$ cat src/rtl/twi_irq_pkg.sv
package twi_irq_pkg;

  localparam int REG_W    = 8;
  localparam int CTRL_W   = 4;
  localparam int BIT_CPU  = 0;
  localparam int BIT_RX   = 1;
  localparam int BIT_TX   = 2;
  localparam int BIT_FREE = 3;

  typedef struct packed {
    logic free_en;
    logic tx_en;
    logic rx_en;
    logic cpu_en;
  } ctrl_t;

  localparam ctrl_t CTRL_RESET = '{free_en: 1'b0, tx_en: 1'b0, rx_en: 1'b0, cpu_en: 1'b1};

  typedef struct packed {
    logic tx;
    logic rx;
    logic cpu;
  } route_t;

  // Write data to control fields; upper bits dropped.
  function automatic ctrl_t decode_wr(input logic [REG_W-1:0] d);
    ctrl_t c;
    c.free_en = d[BIT_FREE];
    c.tx_en   = d[BIT_TX];
    c.rx_en   = d[BIT_RX];
    c.cpu_en  = d[BIT_CPU];
    return c;
  endfunction

  // Control fields to read data; reserved bits zero.
  function automatic logic [REG_W-1:0] encode_rd(input ctrl_t c);
    logic [REG_W-1:0] d;
    d = '0;
    d[BIT_FREE] = c.free_en;
    d[BIT_TX]   = c.tx_en;
    d[BIT_RX]   = c.rx_en;
    d[BIT_CPU]  = c.cpu_en;
    return d;
  endfunction

  function automatic route_t steer(input logic irq, input ctrl_t c);
    route_t r;
    r.tx  = irq & c.tx_en;
    r.rx  = irq & c.rx_en;
    r.cpu = irq & c.cpu_en;
    return r;
  endfunction

  // START: line high to low while clock held high across both samples.
  function automatic logic is_start(input logic scl_now, input logic scl_prev,
                                    input logic sda_now, input logic sda_prev);
    return scl_now & scl_prev & sda_prev & ~sda_now;
  endfunction

  function automatic logic is_stop(input logic scl_now, input logic scl_prev,
                                   input logic sda_now, input logic sda_prev);
    return scl_now & scl_prev & ~sda_prev & sda_now;
  endfunction

endpackage

$ cat src/rtl/twi_sync.sv
module twi_sync #(
  parameter int WIDTH  = 2,
  parameter int STAGES = 2,
  parameter logic [WIDTH-1:0] INIT = '1
) (
  input  logic             clk,
  input  logic             rst_n,
  input  logic [WIDTH-1:0] d,
  output logic [WIDTH-1:0] q
);
  logic [WIDTH-1:0] stg [STAGES];

  always_ff @(posedge clk or negedge rst_n) begin
    if (!rst_n) begin
      for (int i = 0; i < STAGES; i++) stg[i] <= INIT;
    end else begin
      stg[0] <= d;
      for (int i = 1; i < STAGES; i++) stg[i] <= stg[i-1];
    end
  end

  assign q = stg[STAGES-1];
endmodule

$ cat src/rtl/twi_bus_mon.sv
module twi_bus_mon
  import twi_irq_pkg::*;
(
  input  logic clk,
  input  logic rst_n,
  input  logic scl_s,
  input  logic sda_s,
  output logic start_evt,
  output logic stop_evt,
  output logic busy
);
  logic scl_p, sda_p;

  always_ff @(posedge clk or negedge rst_n) begin
    if (!rst_n) begin
      scl_p <= 1'b1;
      sda_p <= 1'b1;
    end else begin
      scl_p <= scl_s;
      sda_p <= sda_s;
    end
  end

  assign start_evt = is_start(scl_s, scl_p, sda_s, sda_p);
  assign stop_evt  = is_stop(scl_s, scl_p, sda_s, sda_p);

  always_ff @(posedge clk or negedge rst_n) begin
    if (!rst_n)         busy <= 1'b0;
    else if (start_evt) busy <= 1'b1;
    else if (stop_evt)  busy <= 1'b0;
  end
endmodule

$ cat src/rtl/twi_ctrl_reg.sv
module twi_ctrl_reg
  import twi_irq_pkg::*;
(
  input  logic             clk,
  input  logic             rst_n,
  input  logic             we,
  input  logic [REG_W-1:0] wdata,
  output ctrl_t            ctrl,
  output logic [REG_W-1:0] rdata
);
  always_ff @(posedge clk or negedge rst_n) begin
    if (!rst_n)  ctrl <= CTRL_RESET;
    else if (we) ctrl <= decode_wr(wdata);
  end

  assign rdata = encode_rd(ctrl);
endmodule

$ cat src/rtl/twi_irq_route.sv
module twi_irq_route
  import twi_irq_pkg::*;
(
  input  logic  clk,
  input  logic  rst_n,
  input  ctrl_t ctrl,
  input  logic  stop_evt,
  input  logic  xfer_irq,
  output logic  free_flag,
  output logic  mod_irq,
  output route_t route
);
  // Flag is held in clear while its enable is off; otherwise a STOP sets it.
  always_ff @(posedge clk or negedge rst_n) begin
    if (!rst_n)            free_flag <= 1'b0;
    else if (!ctrl.free_en) free_flag <= 1'b0;
    else if (stop_evt)     free_flag <= 1'b1;
  end

  assign mod_irq = xfer_irq | free_flag;
  assign route   = steer(mod_irq, ctrl);
endmodule

$ cat src/rtl/twi_irq_ctrl.sv
module twi_irq_ctrl
  import twi_irq_pkg::*;
#(
  parameter int SYNC_STAGES = 2
) (
  input  logic             clk,
  input  logic             rst_n,
  input  logic             reg_we,
  input  logic [REG_W-1:0] reg_wdata,
  output logic [REG_W-1:0] reg_rdata,
  input  logic             scl_in,
  input  logic             sda_in,
  input  logic             xfer_irq,
  output logic             bus_busy,
  output logic             cpu_irq,
  output logic             dma_tx_req,
  output logic             dma_rx_req
);
  localparam int LINES = 2;

  logic [LINES-1:0] lines_s;
  logic             scl_s, sda_s;
  logic             start_evt, stop_evt;
  logic             free_flag, mod_irq;
  ctrl_t            ctrl;
  route_t           route;

  twi_sync #(.WIDTH(LINES), .STAGES(SYNC_STAGES), .INIT('1)) u_sync (
    .clk(clk), .rst_n(rst_n), .d({scl_in, sda_in}), .q(lines_s)
  );
  assign scl_s = lines_s[1];
  assign sda_s = lines_s[0];

  twi_bus_mon u_mon (
    .clk(clk), .rst_n(rst_n), .scl_s(scl_s), .sda_s(sda_s),
    .start_evt(start_evt), .stop_evt(stop_evt), .busy(bus_busy)
  );

  twi_ctrl_reg u_reg (
    .clk(clk), .rst_n(rst_n), .we(reg_we), .wdata(reg_wdata),
    .ctrl(ctrl), .rdata(reg_rdata)
  );

  twi_irq_route u_route (
    .clk(clk), .rst_n(rst_n), .ctrl(ctrl), .stop_evt(stop_evt),
    .xfer_irq(xfer_irq), .free_flag(free_flag), .mod_irq(mod_irq), .route(route)
  );

  assign cpu_irq    = route.cpu;
  assign dma_tx_req = route.tx;
  assign dma_rx_req = route.rx;
endmodule

$ cat config.mk
export PLATFORM = sky130hd
export DESIGN_NAME = twi_irq_ctrl
export DESIGN_NICKNAME = d
export VERILOG_FILES = /design/src/rtl/twi_irq_pkg.sv /design/src/rtl/twi_sync.sv /design/src/rtl/twi_bus_mon.sv /design/src/rtl/twi_ctrl_reg.sv /design/src/rtl/twi_irq_route.sv /design/src/rtl/twi_irq_ctrl.sv
export SDC_FILE = /design/constraint.sdc
export NUM_CORES = 1
export LEC_CHECK = 0
export BUFFER_PORTS_ARGS = -buffer_cell sky130_fd_sc_hd__buf_2
export CAP_MARGIN = 20
export CORE_AREA = 2 2 39 41
export CTS_CLUSTER_SIZE = 30
export DETAILED_ROUTE_END_ITERATION = 8
export DIE_AREA = 0 0 41 43
export PLACE_DENSITY = 0.62
export SYNTH_ARGS = -nofsm -noshare
export SYNTH_HDL_FRONTEND = slang
export SYNTH_SLANG_ARGS = --single-unit
export TNS_END_PERCENT = 100
$ cat constraint.sdc
create_clock -name clk -period 1.5 [get_ports clk]
set_clock_uncertainty 0.15 [all_clocks]
set_input_delay 0.3 -clock clk [delete_from_list [all_inputs] [get_ports clk]]
set_output_delay 0.3 -clock clk [all_outputs]
set_load 0.01 [all_outputs]
**Yosys cells after proc, flatten, opt, wreduce, memory -nomap -nowiden**

Cells that the tools add are included.

- Register bits after elaboration: 12
- RAM bits: 0
- Latch bits: 0
- ROM bits: 0
- Logic and storage cells: 27
- Memories kept: 0
- Bits of input ports: 14
- Output and inout port bits: 12

- Div/mod/pow operators: 0
- Shift operators: 0
- Order comparisons: 0
- Add/sub/neg operators: 0
- Reductions and logical operators: 1
- Bitwise operators: 11
- Multiply operators: 0
- Eq/ne operators: 1
- Multiplexer cells: 4

Operators with widths:

| cell | count |
|---|---|
| $and A1 B1 Y1 | 8 |
| $mux W1 | 4 |
| $ne A2 B2 Y1 const B | 1 |
| $not A1 Y1 | 2 |
| $reduce_bool A2 Y1 | 1 |
| $or A1 B1 Y1 | 1 |

**Longest topological paths before layout**

Gate-level depths: netlist of the first run.

- Depth after elaboration: 5
- Mapped depth: 2

**Cells and area by module**

Synthesis of the first run repeated with hierarchy kept, for this count alone.

- Cells, all modules: 39
- Area, all modules: 503.0 sq um

By module, submodules not included:

| module | area an instance (sq um) | cells each | times used | seq. area each (sq um) |
|---|---|---|---|---|
| twi_ctrl_reg | 210.2 | 17 | 1 | 101.3 |
| twi_sync | 120.1 | 6 | 1 | 105.1 |
| twi_bus_mon | 111.4 | 10 | 1 | 77.6 |
| twi_irq_route | 61.3 | 6 | 1 | 25.0 |

**Least setup slack after synthesis of the first run**

No wires, ideal clock.

- Path type: register to output
- Start point: register, netlist name u_reg.ctrl[0]
- End point: output cpu_irq
- Buffers on the path: 0
- Slack: 0.294 ns
- Stages on the path, launching flop included: 2
- Data required time: 1.050 ns
- Arrival time: 0.756 ns
- Cell sequence: dfstp_2 -> nor2b_1

- Longest elaborated chain between the ends: 1

RTL lines:

| element | line | RTL |
|---|---|---|
| $and A1 B1 Y1 | twi_irq_pkg.sv:50 | `r.cpu = irq & c.cpu_en;` |
| to (decl) | twi_irq_ctrl.sv:15 | `output logic cpu_irq,` |

Every way passes these cells.

**Worst setup path in the final report of the first run**

- Start point: register, netlist name u_reg.ctrl[0]
- End point: output cpu_irq

- Longest elaborated chain between the ends: 1

RTL lines:

| element | line |
|---|---|
| $and A1 B1 Y1 | twi_irq_pkg.sv:50 |

Every way passes these cells.

==> impl_metrics.tcl, run 1 <==
set metrics [dict create \
    status "complete, no violations" \
    grt_pass1_wl_um 993 \
    clk_path_buf_depth 2 \
    fin_crit_sh_pct 99.3 \
    hold_path_class "in2reg" \
    syn-instance-count 30 \
    post_cts_buffers 0 \
    syn_to_final_growth_pct 35.6 \
    peakVddDrop_v 0.000634 \
    core_area_um2 1380 \
    num_vias 285 \
    numPortBuffers 17 \
    dp_hpwl_um 497 \
    crit_start "u_reg.ctrl[0]" \
    drive_above_1_share_pct 64.2 \
    cp-end-kind "output port" \
    clkTransAtPathRegs_ps 70 \
    avgSynthCellArea_um2 15.0 \
    drt-initial-drc-count 4 \
    n_antenna_cell 0 \
    cap_violations 0 \
    crit_required_ps 1050 \
    clockRootBuffer "clkbuf_4" \
    grt_max_degree 13 \
    grt_use_total_pct 9.03 \
    crit_path_max_fanout 3 \
    ys_seq_elements 12 \
    boundaryPins 26 \
    start_kind "flop" \
    hold_viol_final 0 \
    drc 0 \
    gp_congestion 0.618 \
    final.min_clock_period_ps 1490 \
    numCtsBuffers 3 \
    finalSetupViolations 0 \
    start_util_pct 32.5 \
    fin_util_pct 44.1 \
    fillers 130 \
    syn_area_um2 450 \
    wire_per_inst_um 9.22 \
    arrival_ps 1040 \
    cts.sinks 12 \
    fmax_ghz 0.671 \
    worstSkewPairLatency_ps 260 \
    final_nets 68 \
    grt_pass1_vias 252 \
    drt_pre_antenna_iters 2 \
    cts_tree "done" \
    antenna_left 0 \
    grt_overflow_total 0 \
    ys_types 11 \
    hp-start "reg_wdata[3]" \
    std_cell_rows 14 \
    seq_area_frac_synth_pct 68.6 \
    drt-total-wl_um 636 \
    avgViaCountPerCell 4.13 \
    finalMaxSlewViolations 0 \
    p_leak_nw 0.294 \
    path_class "reg2out" \
    antenna_found_initial 0 \
    power_density_nw_per_um2 1140 \
    die_y_um 43 \
    die_area_um2 1760 \
    rsz0062_at_grt "true" \
    h-tree-depth 1 \
    r2r-start "u_mon.sda_p" \
    floorplan.die.width_um 41 \
    tns_ps 0 \
    ys_warn_count 0 \
]
## power breakdown
part	internal (mW)	leakage [nW]	total (mW)	switching, mW
clock	0.147	0.0210	0.241	0.0939
combinational	0.0451	0.137	0.0854	0.0404
sequential	0.354	0.136	0.368	0.0133
total	0.547	0.294	0.694	0.148
## Yosys cell counts
cell type / count / share of area (%)
dfstp_2: 7 / 41
dfrtp_1: 5 / 28
buf_4: 4 / 6.7
mux2_2: 4 / 10
nor2b_1: 4 / 5.6
a31oi_1: 1 / 1.4
and4b_1: 1 / 2.2
conb_1: 1 / 0.83
nor2_1: 1 / 0.83
nor3_2: 1 / 2.2
o21a_1: 1 / 1.7
## critical path: stages (launching register included)
cell,delay (ps)
dfstp_2,540
nor2b_1,110
buf_2,130
## layout by cell type (no fill, tap or decap), drive strengths merged, types with 3 or more instances in the layout
cell and n:
buf 17, conb 4, mux2 4, dfstp 7, dfrtp 5, dlygate4sd3 3
clkbuf 4, nor2b 4
## stage by stage
stage | setup WS, ps | instances | total power, mW | hold slack [ps] | cell area (µm²)
after floorplan | 294 | 33 | 0.418 | -146 | 462
after global placement | 293 | 62 | 0.451 | 31.3 | 537
after detailed placement | 288 | 62 | 0.452 | 34.3 | 537
after CTS | -8.98 | 69 | 0.707 | 106 | 603
after global routing | -50.4 | 69 | 0.741 | 95.2 | 611
final | 10.0 | 69 | 0.694 | 116 | 611
## logic make-up (layout without fill, tap and decap cells)
logic type      after synthesis  count (layout)  synth area share, %
compound gates                2               2                 3.06
mux                           4               4                 10.0
other cells                   1               4                0.833
buf+inv                       4              24                 6.67
simple gates                  7               7                 10.8
flops                        12              12                 68.6
## worst paths after layout
kind                                     end  slack [ps]  depth (start not counted)
min in group asynchronous      u_reg.ctrl[2]         280                          2
min reg2reg                      u_sync.q[0]         210                          0
max reg2reg                u_route.free_flag         340                          2
max                                  cpu_irq          10                          2
max in group asynchronous      u_reg.ctrl[0]         660                          2
min                            u_reg.ctrl[3]         120                          2
## cell type report
| cell class | count | area [µm²] | area share [%] |
|---|---|---|---|
| Multi-Input combinational cell | 17 | 130 | 21.3 |
| Tap cell | 16 | 20.0 | 3.28 |
| Timing Repair Buffer | 20 | 115 | 18.9 |
| Sequential cell | 12 | 309 | 50.6 |
| Clock buffer | 4 | 36.3 | 5.94 |
## registers in the layout, indices dropped and copies added, names as in the netlist
name and count:
u_sync.q 2, u_reg.ctrl 4, u_route.free_flag 1, u_mon.busy 1
u_mon.scl_p 1, u_sync.stg 2, u_mon.sda_p 1
## repair_timing
| action | CTS | global route |
|---|---|---|
| resized for setup | 0 | 2 |
| setup endpoints to repair | 1 | 3 |
| pin swaps | 0 | 1 |
| hold endpoints to repair | 14 | 0 |
| hold buffers | 3 | 0 |
## per-layer routing
metal  up-vias  track usage, %  share of wire [%]
li1        139               -                  -
met1       138            11.1                 42
met2         6            10.9                 52
met3         2            3.14                3.6
met4         0            10.0                1.3
met5         -               0                  0
(Power assumes the default switching activity.)
==> run 2: changes to the inputs <==
PLACE_DENSITY = 0.64   (was 0.62)
==> impl_metrics.tcl, run 2 (synthesis gave the netlist of run 1 again) <==
set metrics [dict create \
    max_stage_delay_ps 540 \
    rsz0062_at_grt "true" \
    worstSkewPairLatency_ps 270 \
    hold_path_class "in2reg" \
    h-tree-depth 1 \
    antenna_found_initial 0 \
    n_antenna_cell 0 \
    clockRootBuffer "clkbuf_4" \
    numCtsBuffers 3 \
    num_vias 289 \
    finalSetupViolations 0 \
    status "complete, no violations" \
    antenna_left 0 \
    tns_ps 0 \
    numPortBuffers 17 \
    start_util_pct 32.5 \
    fin_crit_sh_pct 100 \
    worstPathCellList "nor2b_1 > buf_2" \
    fmax_ghz 0.667 \
    drt_pre_antenna_iters 1 \
    post_layout_nonfiller_instances 69 \
    syn_to_final_growth_pct 34.4 \
    boundaryPins 26 \
    drt-initial-drc-count 0 \
    finalMaxSlewViolations 0 \
    largest_reg_flops 4 \
    drt-total-wl_um 842 \
    cts_tree "done" \
    setup_ws_ps 0.322 \
    cap_violations 0 \
    top_register "u_reg.ctrl" \
    dp_hpwl_um 593 \
    clkTransAtPathRegs_ps 70 \
    avgViaCountPerCell 4.19 \
    dp_slack_ps 281 \
    floorplan.die.width_um 41 \
    crit_required_ps 1050 \
    clk_path_buf_depth 2 \
    crit_path_max_fanout 3 \
    power_mw 0.708 \
    start_kind "flop" \
    final_cell_mix "buf_2, dfstp_2, dfrtp_1" \
    final_common_cell "buf_2" \
    final_nets 68 \
    crit_buf_inv 1 \
    gp_congestion 0.668 \
    die_y_um 43 \
    wire_per_inst_um 12.2 \
    power_density_nw_per_um2 1170 \
    arrival_ps 1050 \
    grt_max_degree 13 \
    cp-end-kind "output port" \
    peakVddDrop_v 0.000396 \
    hold_viol_final 0 \
    placed_area_um2 537 \
    design_area_um2 606 \
    cpMaxStageDelayCell "dfstp_2" \
    grt_overflow_total 0 \
    path_class "reg2out" \
    std_cell_rows 14 \
    drc 0 \
    die_area_um2 1760 \
    drive_above_1_share_pct 64.2 \
    placed_cells 62 \
    p_leak_nw 0.293 \
    core_area_um2 1380 \
    post_cts_buffers 0 \
    cts.sinks 12 \
    final.min_clock_period_ps 1500 \
    grt_use_total_pct 12.9 \
    grt_pass1_wl_mm 1.42 \
    cp_top_family "flip-flops" \
    grt_pass1_vias 343 \
]
==> run 2: cell types whose count changed in the layout (fill, tap and decap cells not counted) <==
| cell | delta |
|---|---|
| nor2_2 | +1 |
| nor2_4 | -1 |
==> run 2: where the power goes <==
part           switching (mW)  internal (mW)
clock network           0.105          0.147
logic                  0.0422         0.0444
registers              0.0142          0.354
==> run 2: layout make-up <==
type / count / area, µm²
well taps: 16 / 20.0
fillers: 125 / 778
multi-input cells: 17 / 125
clock buffers: 4 / 36.3
flip-flops and latches: 12 / 309
repair buffers: 20 / 115
==> run 2: repair_timing <==
| item | CTS | global route |
|---|---|---|
| gates cloned | 0 | 0 |
| hold endpoints to repair | 14 | 0 |
| resized for setup | 1 | 0 |
| hold buffers | 3 | 0 |
| endpoints found under the setup margin | 3 | 3 |
| pin swaps | 0 | 1 |
==> run 2: per-layer routing <==
layer	routed length, µm	vias to the layer above	GRT usage (%)
li1	-	136	-
met5	0	-	0
met3	53	0	3.14
met4	0	0	10.0
met1	367	137	14.8
met2	421	16	19.4
==> run 2: path summary, 6_finish.rpt <==
check | from | slack (ps) | to | cells after the start
min in group asynchronous | rst_n | 290 | u_reg.ctrl[2] | 2
setup / recovery | u_reg.ctrl[0] | 0.3 | cpu_irq | 2
max in group asynchronous | rst_n | 650 | u_sync.stg[2] | 2
hold / removal | reg_wdata[3] | 110 | u_reg.ctrl[3] | 2
setup reg to reg | u_mon.sda_p | 320 | u_route.free_flag | 2
hold reg to reg | u_sync.stg[3] | 210 | u_sync.q[1] | 0
==> run 2: stage by stage <==
stage / util, % / hold slack (ps)
2_1_floorplan: - / -146
3_3_place_gp: 38.8 / 34.2
3_5_place_dp: 38.8 / 32.3
4_1_cts: 43.8 / 99.8
5_1_grt: 43.8 / 93.6
6_report: 43.8 / 111
